[src/rtl/adc_rdout_pkg.sv]
`timescale 1ns/1ps
package adc_rdout_pkg;
    localparam int unsigned RES_W = 16;
    localparam int unsigned CNT_W = $clog2(RES_W);

    localparam int unsigned PIN_SDOUT = 8;
    localparam int unsigned PIN_SCLK  = 9;
    localparam int unsigned PIN_SYNC  = 10;
    localparam int unsigned PIN_ERR   = 11;

    typedef logic [RES_W-1:0] word_t;

    typedef enum logic [1:0] {
        ENG_IDLE   = 2'd0,
        ENG_MASTER = 2'd1,
        ENG_SLAVE  = 2'd2
    } eng_e;

    typedef struct packed {
        eng_e             mode;
        word_t            shreg;
        logic             sdout;
        logic [CNT_W-1:0] cnt;
    } eng_state_t;

    typedef struct packed {
        word_t held;
        logic  sel_p;
        logic  sclk_p;
        logic  err;
    } port_state_t;
endpackage

[src/rtl/readout_format.sv]
`timescale 1ns/1ps
module readout_format
    import adc_rdout_pkg::*;
(
    input  word_t raw_i,
    input  logic  twos_i,
    output word_t fmt_o
);
    localparam word_t SIGN_MASK = word_t'(1) << (RES_W - 1);

    // Two's complement view of an offset-binary code differs only in the top bit.
    assign fmt_o = twos_i ? (raw_i ^ SIGN_MASK) : raw_i;
endmodule

[src/rtl/readout_sclk_gen.sv]
`timescale 1ns/1ps
module readout_sclk_gen #(
    parameter int unsigned HALF = 2
) (
    input  logic clk,
    input  logic rst_n,
    input  logic run_i,
    output logic sclk_o,
    output logic fall_o
);
    localparam int unsigned DIV_W = (HALF > 1) ? $clog2(HALF) : 1;
    localparam logic [DIV_W-1:0] DIV_LAST = DIV_W'(HALF - 1);

    typedef struct packed {
        logic [DIV_W-1:0] div;
        logic             sclk;
    } gen_t;

    gen_t g_d, g_q;
    logic wrap;

    always_comb begin
        wrap = (g_q.div == DIV_LAST);
        g_d  = g_q;
        if (!run_i) begin
            g_d.div  = '0;
            g_d.sclk = 1'b0;
        end else if (wrap) begin
            g_d.div  = '0;
            g_d.sclk = !g_q.sclk;
        end else begin
            g_d.div = g_q.div + 1'b1;
        end
    end

    always_ff @(posedge clk or negedge rst_n) begin
        if (!rst_n) g_q <= '0;
        else        g_q <= g_d;
    end

    assign sclk_o = g_q.sclk;
    // High in the cycle whose closing edge takes the clock low.
    assign fall_o = run_i & wrap & g_q.sclk;
endmodule

[src/rtl/readout_shifter.sv]
`timescale 1ns/1ps
module readout_shifter
    import adc_rdout_pkg::*;
(
    input  logic  clk,
    input  logic  rst_n,
    input  word_t word_i,
    input  logic  start_m_i,
    input  logic  start_s_i,
    input  logic  fall_m_i,
    input  logic  upd_s_i,
    input  logic  abort_i,
    output logic  sdout_o,
    output logic  busy_m_o,
    output logic  busy_s_o
);
    localparam logic [CNT_W-1:0] LAST = CNT_W'(RES_W - 1);

    eng_state_t e_d, e_q;

    always_comb begin
        e_d = e_q;
        if (abort_i) begin
            e_d.mode  = ENG_IDLE;
            e_d.sdout = 1'b0;
            e_d.cnt   = '0;
        end else begin
            case (e_q.mode)
                ENG_IDLE: begin
                    if (start_m_i) begin
                        e_d.mode  = ENG_MASTER;
                        e_d.sdout = word_i[RES_W-1];
                        e_d.shreg = word_i << 1;
                        e_d.cnt   = '0;
                    end else if (start_s_i) begin
                        e_d.mode  = ENG_SLAVE;
                        e_d.shreg = word_i;
                        e_d.cnt   = '0;
                    end
                end
                ENG_MASTER: begin
                    if (fall_m_i) begin
                        if (e_q.cnt == LAST) begin
                            e_d.mode = ENG_IDLE;
                        end else begin
                            e_d.sdout = e_q.shreg[RES_W-1];
                            e_d.shreg = e_q.shreg << 1;
                        end
                        e_d.cnt = e_q.cnt + 1'b1;
                    end
                end
                ENG_SLAVE: begin
                    if (upd_s_i) begin
                        e_d.sdout = e_q.shreg[RES_W-1];
                        e_d.shreg = e_q.shreg << 1;
                        e_d.cnt   = e_q.cnt + 1'b1;
                        if (e_q.cnt == LAST) e_d.mode = ENG_IDLE;
                    end
                end
                default: e_d.mode = ENG_IDLE;
            endcase
        end
    end

    always_ff @(posedge clk or negedge rst_n) begin
        if (!rst_n) e_q <= '0;
        else        e_q <= e_d;
    end

    assign sdout_o  = e_q.sdout;
    assign busy_m_o = (e_q.mode == ENG_MASTER);
    assign busy_s_o = (e_q.mode == ENG_SLAVE);
endmodule

[src/rtl/readout_pin_mux.sv]
`timescale 1ns/1ps
module readout_pin_mux
    import adc_rdout_pkg::*;
(
    input  logic  serial_i,
    input  logic  ext_i,
    input  logic  sel_i,
    input  word_t par_i,
    input  logic  sdout_i,
    input  logic  int_sclk_i,
    input  logic  sync_act_i,
    input  logic  inv_sync_i,
    input  logic  err_i,
    output word_t bus_o,
    output word_t oe_o
);
    for (genvar p = 0; p < RES_W; p++) begin : g_pin
        if (p == PIN_SDOUT) begin : g_sd
            assign bus_o[p] = serial_i ? sdout_i : par_i[p];
            assign oe_o[p]  = sel_i;
        end else if (p == PIN_SCLK) begin : g_ck
            assign bus_o[p] = serial_i ? (int_sclk_i & ~ext_i) : par_i[p];
            assign oe_o[p]  = sel_i & ~(serial_i & ext_i);
        end else if (p == PIN_SYNC) begin : g_sy
            assign bus_o[p] = serial_i ? (sync_act_i ^ inv_sync_i) : par_i[p];
            assign oe_o[p]  = sel_i;
        end else if (p == PIN_ERR) begin : g_er
            assign bus_o[p] = serial_i ? err_i : par_i[p];
            assign oe_o[p]  = sel_i;
        end else begin : g_dat
            assign bus_o[p] = serial_i ? 1'b0 : par_i[p];
            assign oe_o[p]  = sel_i & ~serial_i;
        end
    end
endmodule

[src/rtl/adc_readout_port.sv]
`timescale 1ns/1ps
module adc_readout_port
    import adc_rdout_pkg::*;
#(
    parameter int unsigned SCLK_HALF = 2
) (
    input  logic             clk,
    input  logic             rst_n,
    input  logic             latch_i,
    input  logic [RES_W-1:0] result_i,
    input  logic             serial_i,
    input  logic             twos_i,
    input  logic             ext_clk_i,
    input  logic             inv_clk_i,
    input  logic             inv_sync_i,
    input  logic             cs_n_i,
    input  logic             rd_n_i,
    input  logic             sclk_i,
    output logic [RES_W-1:0] bus_o,
    output logic [RES_W-1:0] bus_oe_o
);
    port_state_t p_d, p_q;
    word_t fmt_word;
    logic  sel, sel_rise, sclk_rise, sclk_fall;
    logic  start_m, start_s, upd_s, abort;
    logic  eng_sdout, eng_busy_m, eng_busy_s;
    logic  int_sclk, int_fall;

    always_comb begin
        sel       = ~cs_n_i & ~rd_n_i;
        sel_rise  = sel & ~p_q.sel_p;
        sclk_rise = sclk_i & ~p_q.sclk_p;
        sclk_fall = ~sclk_i & p_q.sclk_p;
        start_m   = serial_i & ~ext_clk_i & sel_rise;
        start_s   = serial_i & ext_clk_i & sel_rise;
        // Chip select gates the host clock; the update edge follows inv_clk_i.
        upd_s     = ~cs_n_i & eng_busy_s & (inv_clk_i ? sclk_fall : sclk_rise);
        abort     = latch_i & eng_busy_s;

        p_d        = p_q;
        p_d.sel_p  = sel;
        p_d.sclk_p = sclk_i;
        p_d.err    = abort;
        if (latch_i) p_d.held = result_i;
    end

    always_ff @(posedge clk or negedge rst_n) begin
        if (!rst_n) p_q <= '0;
        else        p_q <= p_d;
    end

    readout_format u_fmt (
        .raw_i  (p_q.held),
        .twos_i (twos_i),
        .fmt_o  (fmt_word)
    );

    readout_sclk_gen #(.HALF(SCLK_HALF)) u_gen (
        .clk    (clk),
        .rst_n  (rst_n),
        .run_i  (eng_busy_m),
        .sclk_o (int_sclk),
        .fall_o (int_fall)
    );

    readout_shifter u_eng (
        .clk       (clk),
        .rst_n     (rst_n),
        .word_i    (fmt_word),
        .start_m_i (start_m),
        .start_s_i (start_s),
        .fall_m_i  (int_fall),
        .upd_s_i   (upd_s),
        .abort_i   (abort),
        .sdout_o   (eng_sdout),
        .busy_m_o  (eng_busy_m),
        .busy_s_o  (eng_busy_s)
    );

    readout_pin_mux u_mux (
        .serial_i   (serial_i),
        .ext_i      (ext_clk_i),
        .sel_i      (sel),
        .par_i      (fmt_word),
        .sdout_i    (eng_sdout),
        .int_sclk_i (int_sclk),
        .sync_act_i (eng_busy_m),
        .inv_sync_i (inv_sync_i),
        .err_i      (p_q.err),
        .bus_o      (bus_o),
        .oe_o       (bus_oe_o)
    );
endmodule

[config.mk]
export PLATFORM = sky130hd
export DESIGN_NAME = adc_readout_port
export DESIGN_NICKNAME = d
export VERILOG_FILES = /design/src/rtl/adc_rdout_pkg.sv /design/src/rtl/readout_format.sv /design/src/rtl/readout_sclk_gen.sv /design/src/rtl/readout_shifter.sv /design/src/rtl/readout_pin_mux.sv /design/src/rtl/adc_readout_port.sv
export SDC_FILE = /design/constraint.sdc
export NUM_CORES = 1
export LEC_CHECK = 0
export ABC_CLOCK_PERIOD_IN_PS = 2900
export BUFFER_PORTS_ARGS = -buffer_cell sky130_fd_sc_hd__buf_2
export CORE_MARGIN = 3
export CORE_UTILIZATION = 55
export DETAILED_ROUTE_END_ITERATION = 8
export PLACE_DENSITY = 0.9
export SLEW_MARGIN = 5
export SYNTH_ARGS = -nofsm -noshare
export SYNTH_HDL_FRONTEND = slang
export SYNTH_SLANG_ARGS = --single-unit
[constraint.sdc]
create_clock -name clk -period 2.9 [get_ports clk]
set_input_delay 0.145 -clock clk [delete_from_list [all_inputs] [get_ports clk]]
set_output_delay 0.145 -clock clk [all_outputs]
set_load 0.03 [all_outputs]
## Word-level counts from Yosys, hierarchy flattened

Cells that the tools add are included.

| cells by class | value |
|---|---|
| add/sub/neg operators | 2 |
| equality and inequality tests | 13 |
| muxes and demuxes | 34 |
| bitwise logic cells | 27 |
| reductions and logical operators | 8 |

Operators with widths:

| cell | number |
|---|---|
| $pmux 21 s3 | 1 |
| $mux 23 | 2 |
| $mux 18 | 2 |
| $mux 1 | 20 |
| $mux 17 | 1 |
| $and 1x1->1 | 16 |
| $mux 16 | 1 |
| $ne 3x3->1 const B | 4 |
| $not 1->1 | 10 |
| $mux 4 | 2 |
| $mux 2 | 3 |
| $ne 2x2->1 const B | 3 |
| $pmux 2 s3 | 1 |
| $reduce_and 6->1 | 1 |
| $mux 5 | 1 |
| $reduce_and 5->1 | 1 |
| $add 4x1->4 const B | 1 |
| $eq 4x4->1 const B | 1 |
| $ne 4x4->1 const B | 1 |
| $reduce_and 4->1 | 1 |
| $reduce_bool 4->1 | 1 |
| $ne 3x2->1 const B | 1 |
| $reduce_and 3->1 | 1 |
| $reduce_bool 3->1 | 1 |
| other kinds (7) | 7 |

| word-level totals | value |
|---|---|
| bits in registers | 44 |
| bits of input ports | 27 |
| output and inout bits | 32 |

## Depth between registers and ports, before layout

| logic depth | value |
|---|---|
| depth in word-level cells | 8 |
| depth in mapped cells | 9 |

## Cells and area by module

A second synthesis with hierarchy kept.

| second synthesis, totals | value |
|---|---|
| cell total of the unflattened synthesis | 245 |
| area, all modules | 2760.1 µm² |

Modules (own cells, without submodules):

| module | times used | cells each | area each (µm²) | sequential area each (µm²) |
|---|---|---|---|---|
| readout_shifter | 1 | 139 | 1502.7 | 575.6 |
| adc_readout_port | 1 | 46 | 780.7 | 475.5 |
| readout_pin_mux | 1 | 38 | 274.0 | 0.0 |
| readout_format | 1 | 16 | 121.4 | 0.0 |
| readout_sclk_gen | 1 | 6 | 81.3 | 50.0 |

## Worst setup path before layout

No wires, ideal clock.

| timing | value |
|---|---|
| path type | in2out |
| start point | input serial_i |
| end point | output bus_oe_o[12] |
| arrival time | 1.931 ns |
| required time | 2.755 ns |
| slack | 0.824 ns |
| stages on the path | 3 |
| path buffers | 2 |
| cells stage by stage | clkbuf_1 -> nor3_1 -> buf_4 |

| on the way | value |
|---|---|
| longest elaborated chain between the ends | 2 |

RTL lines:

| item | RTL line | source |
|---|---|---|
| from (decl) | adc_readout_port.sv:11 | `input logic serial_i,` |
| $not 1->1 | -- |  |
| $and 1x1->1 | -- |  |
| to (decl) | adc_readout_port.sv:20 | `output logic [RES_W-1:0] bus_oe_o` |

Every way passes these cells.

## Worst setup path after layout

| timing | value |
|---|---|
| start point | register p_q[2] (netlist bit) |
| end point | register u_eng.e_q[19] (netlist bit) |

| on the way | value |
|---|---|
| longest elaborated chain between the ends | 5 |
| elaborated cells on any way between the ends | 8 |
| classes of those cells | eq/ne: 1; mux: 2; bitwise: 4; reduce/logical: 1 |

RTL lines:

| item | RTL line | source |
|---|---|---|
| from (decl) | adc_readout_port.sv:22 | `port_state_t p_d, p_q;` |
| from (signal assigned) | adc_readout_port.sv:49 | `else p_q <= p_d;` |
| $not 1->1 * | adc_readout_port.sv:31 | `sel_rise = sel & ~p_q.sel_p;` |
| $and 1x1->1 * | adc_readout_port.sv:31 |  |
| $and 1x1->1, on equally long branches | adc_readout_port.sv:34, adc_readout_port.sv:35 |  |
| $ne 3x3->1 (no line) / $mux 18 (equally long branches) | -- |  |
| $reduce_and 6->1 (no line) / $pmux 21 s3 (equally long branches) | -- |  |
| to (signal assigned) | readout_shifter.sv:66 | `if (!rst_n) e_q <= '0;` |
| to (signal assigned) | readout_shifter.sv:67 | `else e_q <= e_d;` |
| to (decl) | readout_shifter.sv:19 | `eng_state_t e_d, e_q;` |

Mark *: on every way between the ends. The rest lies on a longest branch, timed or not.
A chain may end at the register's enable or synchronous reset.

==> metrics.csv <==
metric,value,unit
cts_tree,built,
port_buffers,58,
antenna_left,0,
clkSlewWorstSetupHoldPaths,80,ps
grt_busiest_layer,met2,
violations,hold timing,
synth_top_area_share,44.3,%
cap_violations,0,
yosysUniqueCellTypes,39,
final_cell_mix,"buf_2, dfrtp_1, nand2_1",
vias,1780,
synth.largest_area_cell,dfrtp_1,
async_flop_share,100,%
cts_max_level,2,
use_met3,6.20,%
fillers,322,
wirelength,4.74,mm
grt_pass1_wl,8.16,mm
worstSetupStartpointType,register,
cpMaxStageDelayCell,or4b_1,
drtIter0Drc,74,
synthCells,233,
synthFlopType,dfrtp_1,
ys_seq_elements,44,
hold_viol,8,
syn_to_final_growth,11.7,%
multi_input_area,1190,sq um
cts_setup_buffers,0,
clkSinkCount,44,
fin_crit_sh,76.7,%
regArea,1100,sq um
fin_skew,3.54,ps
grt_max_degree,45,
crit_arrival,2410,ps
min_period,2220,ps
globalplace.congestion,0.780,
start_util,59.6,%
rows,23,
cellPowerDensity,777,nW/um^2
synth_area_per_cell,10.7,sq um
grt_util_all_layers,19.8,%
yosysWarnings,0,
required,3090,ps
grtUsageMet2,32.2,%
first_pass_iters,4,
final_layout_size_suffix_gt1_share,33.8,%
clock_insertion_delay_worst_skew,300,ps
pin_count,59,
power,2.16,mW
synth_edf_count,0,
final_common_cell,buf_2,
grt_pass1_vias,1786,
hpwl,3.39,mm
synthesis.nets,267,
wl_per_cell,14.6,um
cp_max_fo,18,
worst-setup-path-type,register to register,
drc,0,
die_w,73.2,um
rsz0062_at_grt,false,
status,"finished, violations left",
setup_viol,0,
fmax,0.450,GHz
syn-cell-area,2480,sq um
path_cells,or4b_1 -> nor2_4 -> mux2i_1 -> o21ai_0 -> mux2_1,
drv_slew,0,
fin_nets,308,
num_antenna_cells,0,
ctsResizeCount,0,
ir_drop,362,uV
cpPeakStageDelay,570,ps
cts_made_buffers,5,
cts_root_buf,clkbuf_8,
hold_path.class,input pin to async pin,
worstMarginPinSlew,973,ps
overflow,0,
whs,-9.15,ps
cts_max_path_buffers,2,
ys_seq_area_share,44.3,%
synth_area_leaders,"dfrtp_1, mux2_2, mux2i_1",
via_per_inst,5.48,
relSlewSlack,35.1,%
leakage,1.30,nW
dieArea,5360,sq um
core_area,4170,sq um
antenna_found_initial,0,
critPathCaptureType,register,
die_y,73.2,um
use_met1,25.4,%
setup_tns,0,ps
sequential cells by signal, summed over array words and instances, names as in the netlist:
signal	flops
p_q	19
u_eng.e_q	22
u_eng.sdout_o	1
u_gen.sclk_o	1
u_gen.wrap	1
per-stage QoR:
step / setup WS (ps) / cells / util [%] / cell area [sq um]
2_1_floorplan: 824 / 233 / - / 2480
3_3_place_gp: 610 / 316 / 63.9 / 2670
3_5_place_dp: 538 / 316 / 63.9 / 2670
4_1_cts: 664 / 325 / 66.5 / 2780
5_1_grt: 464 / 325 / 66.5 / 2780
6_report: 677 / 325 / 66.5 / 2780
final cells by class:
cell class,instances,share of cell area (%)
clock inverter,2,0.541
tap,50,2.25
sequential,44,39.7
clock buffer,6,2.98
multi-input combinational,158,42.8
timing repair buffer,60,11.1
inverter,5,0.676
path summary, 6_finish.rpt:
kind | start | slack, ps | end | depth (start not counted)
setup / recovery | p_q[2] | 680 | u_eng.e_q[19] | 5
hold / removal | rst_n | -9 | p_q[7] | 1
setup reg to reg | p_q[2] | 680 | u_eng.e_q[19] | 5
hold reg to reg | u_gen.wrap | 490 | u_gen.wrap | 1
max in group asynchronous | rst_n | 2310 | p_q[11] | 1
min in group clk | result_i[9] | 50 | p_q[12] | 3
critical path: cells and delay by family (launching register included):
kind	cells	cell delay, ps
mux	2	570
flops	1	360
compound gates	1	90
simple gates	2	1090
routing by layer:
| layer | up-vias | share of wire (%) |
|---|---|---|
| met5 | - | 0 |
| met4 | 0 | 1.2 |
| met3 | 7 | 7.5 |
| met2 | 63 | 47 |
| li1 | 865 | - |
| met1 | 845 | 45 |
where the power goes:
group	total (mW)	switching, mW	internal, mW
sequential	0.895	0.106	0.789
clock	0.407	0.215	0.193
combinational	0.853	0.467	0.386
cell usage after synthesis (all sizes together), types with 2 or more instances:
| cell | count |
|---|---|
| nor2b | 13 |
| o211ai | 2 |
| o31ai | 2 |
| nand3 | 3 |
| nand2 | 25 |
| a21oi | 2 |
| nand3b | 2 |
| buf | 19 |
| mux2i | 17 |
| dfrtp | 44 |
| inv | 5 |
| ha | 7 |
| o21ai | 24 |
| nand2b | 3 |
| clkbuf | 7 |
| mux2 | 34 |
| xor2 | 2 |
| nor2 | 7 |
kinds of logic (layout without fill, tap and decap cells):
family	count (synthesis)	count (layout)	share of synthesized area, %
compound gates	35	35	8.06
buf+inv	31	73	7.90
xor+xnor	3	3	1.06
fa+ha+maj	7	7	3.52
simple gates	62	62	12.9
flops	44	44	44.3
mux	51	51	22.3
what timing repair did:
action                                  4_1_cts  5_1_grt
hold endpoints to repair                      1        0
endpoints found under the setup margin        0        0
hold buffers                                  1        0
(Power assumes the default switching activity.)
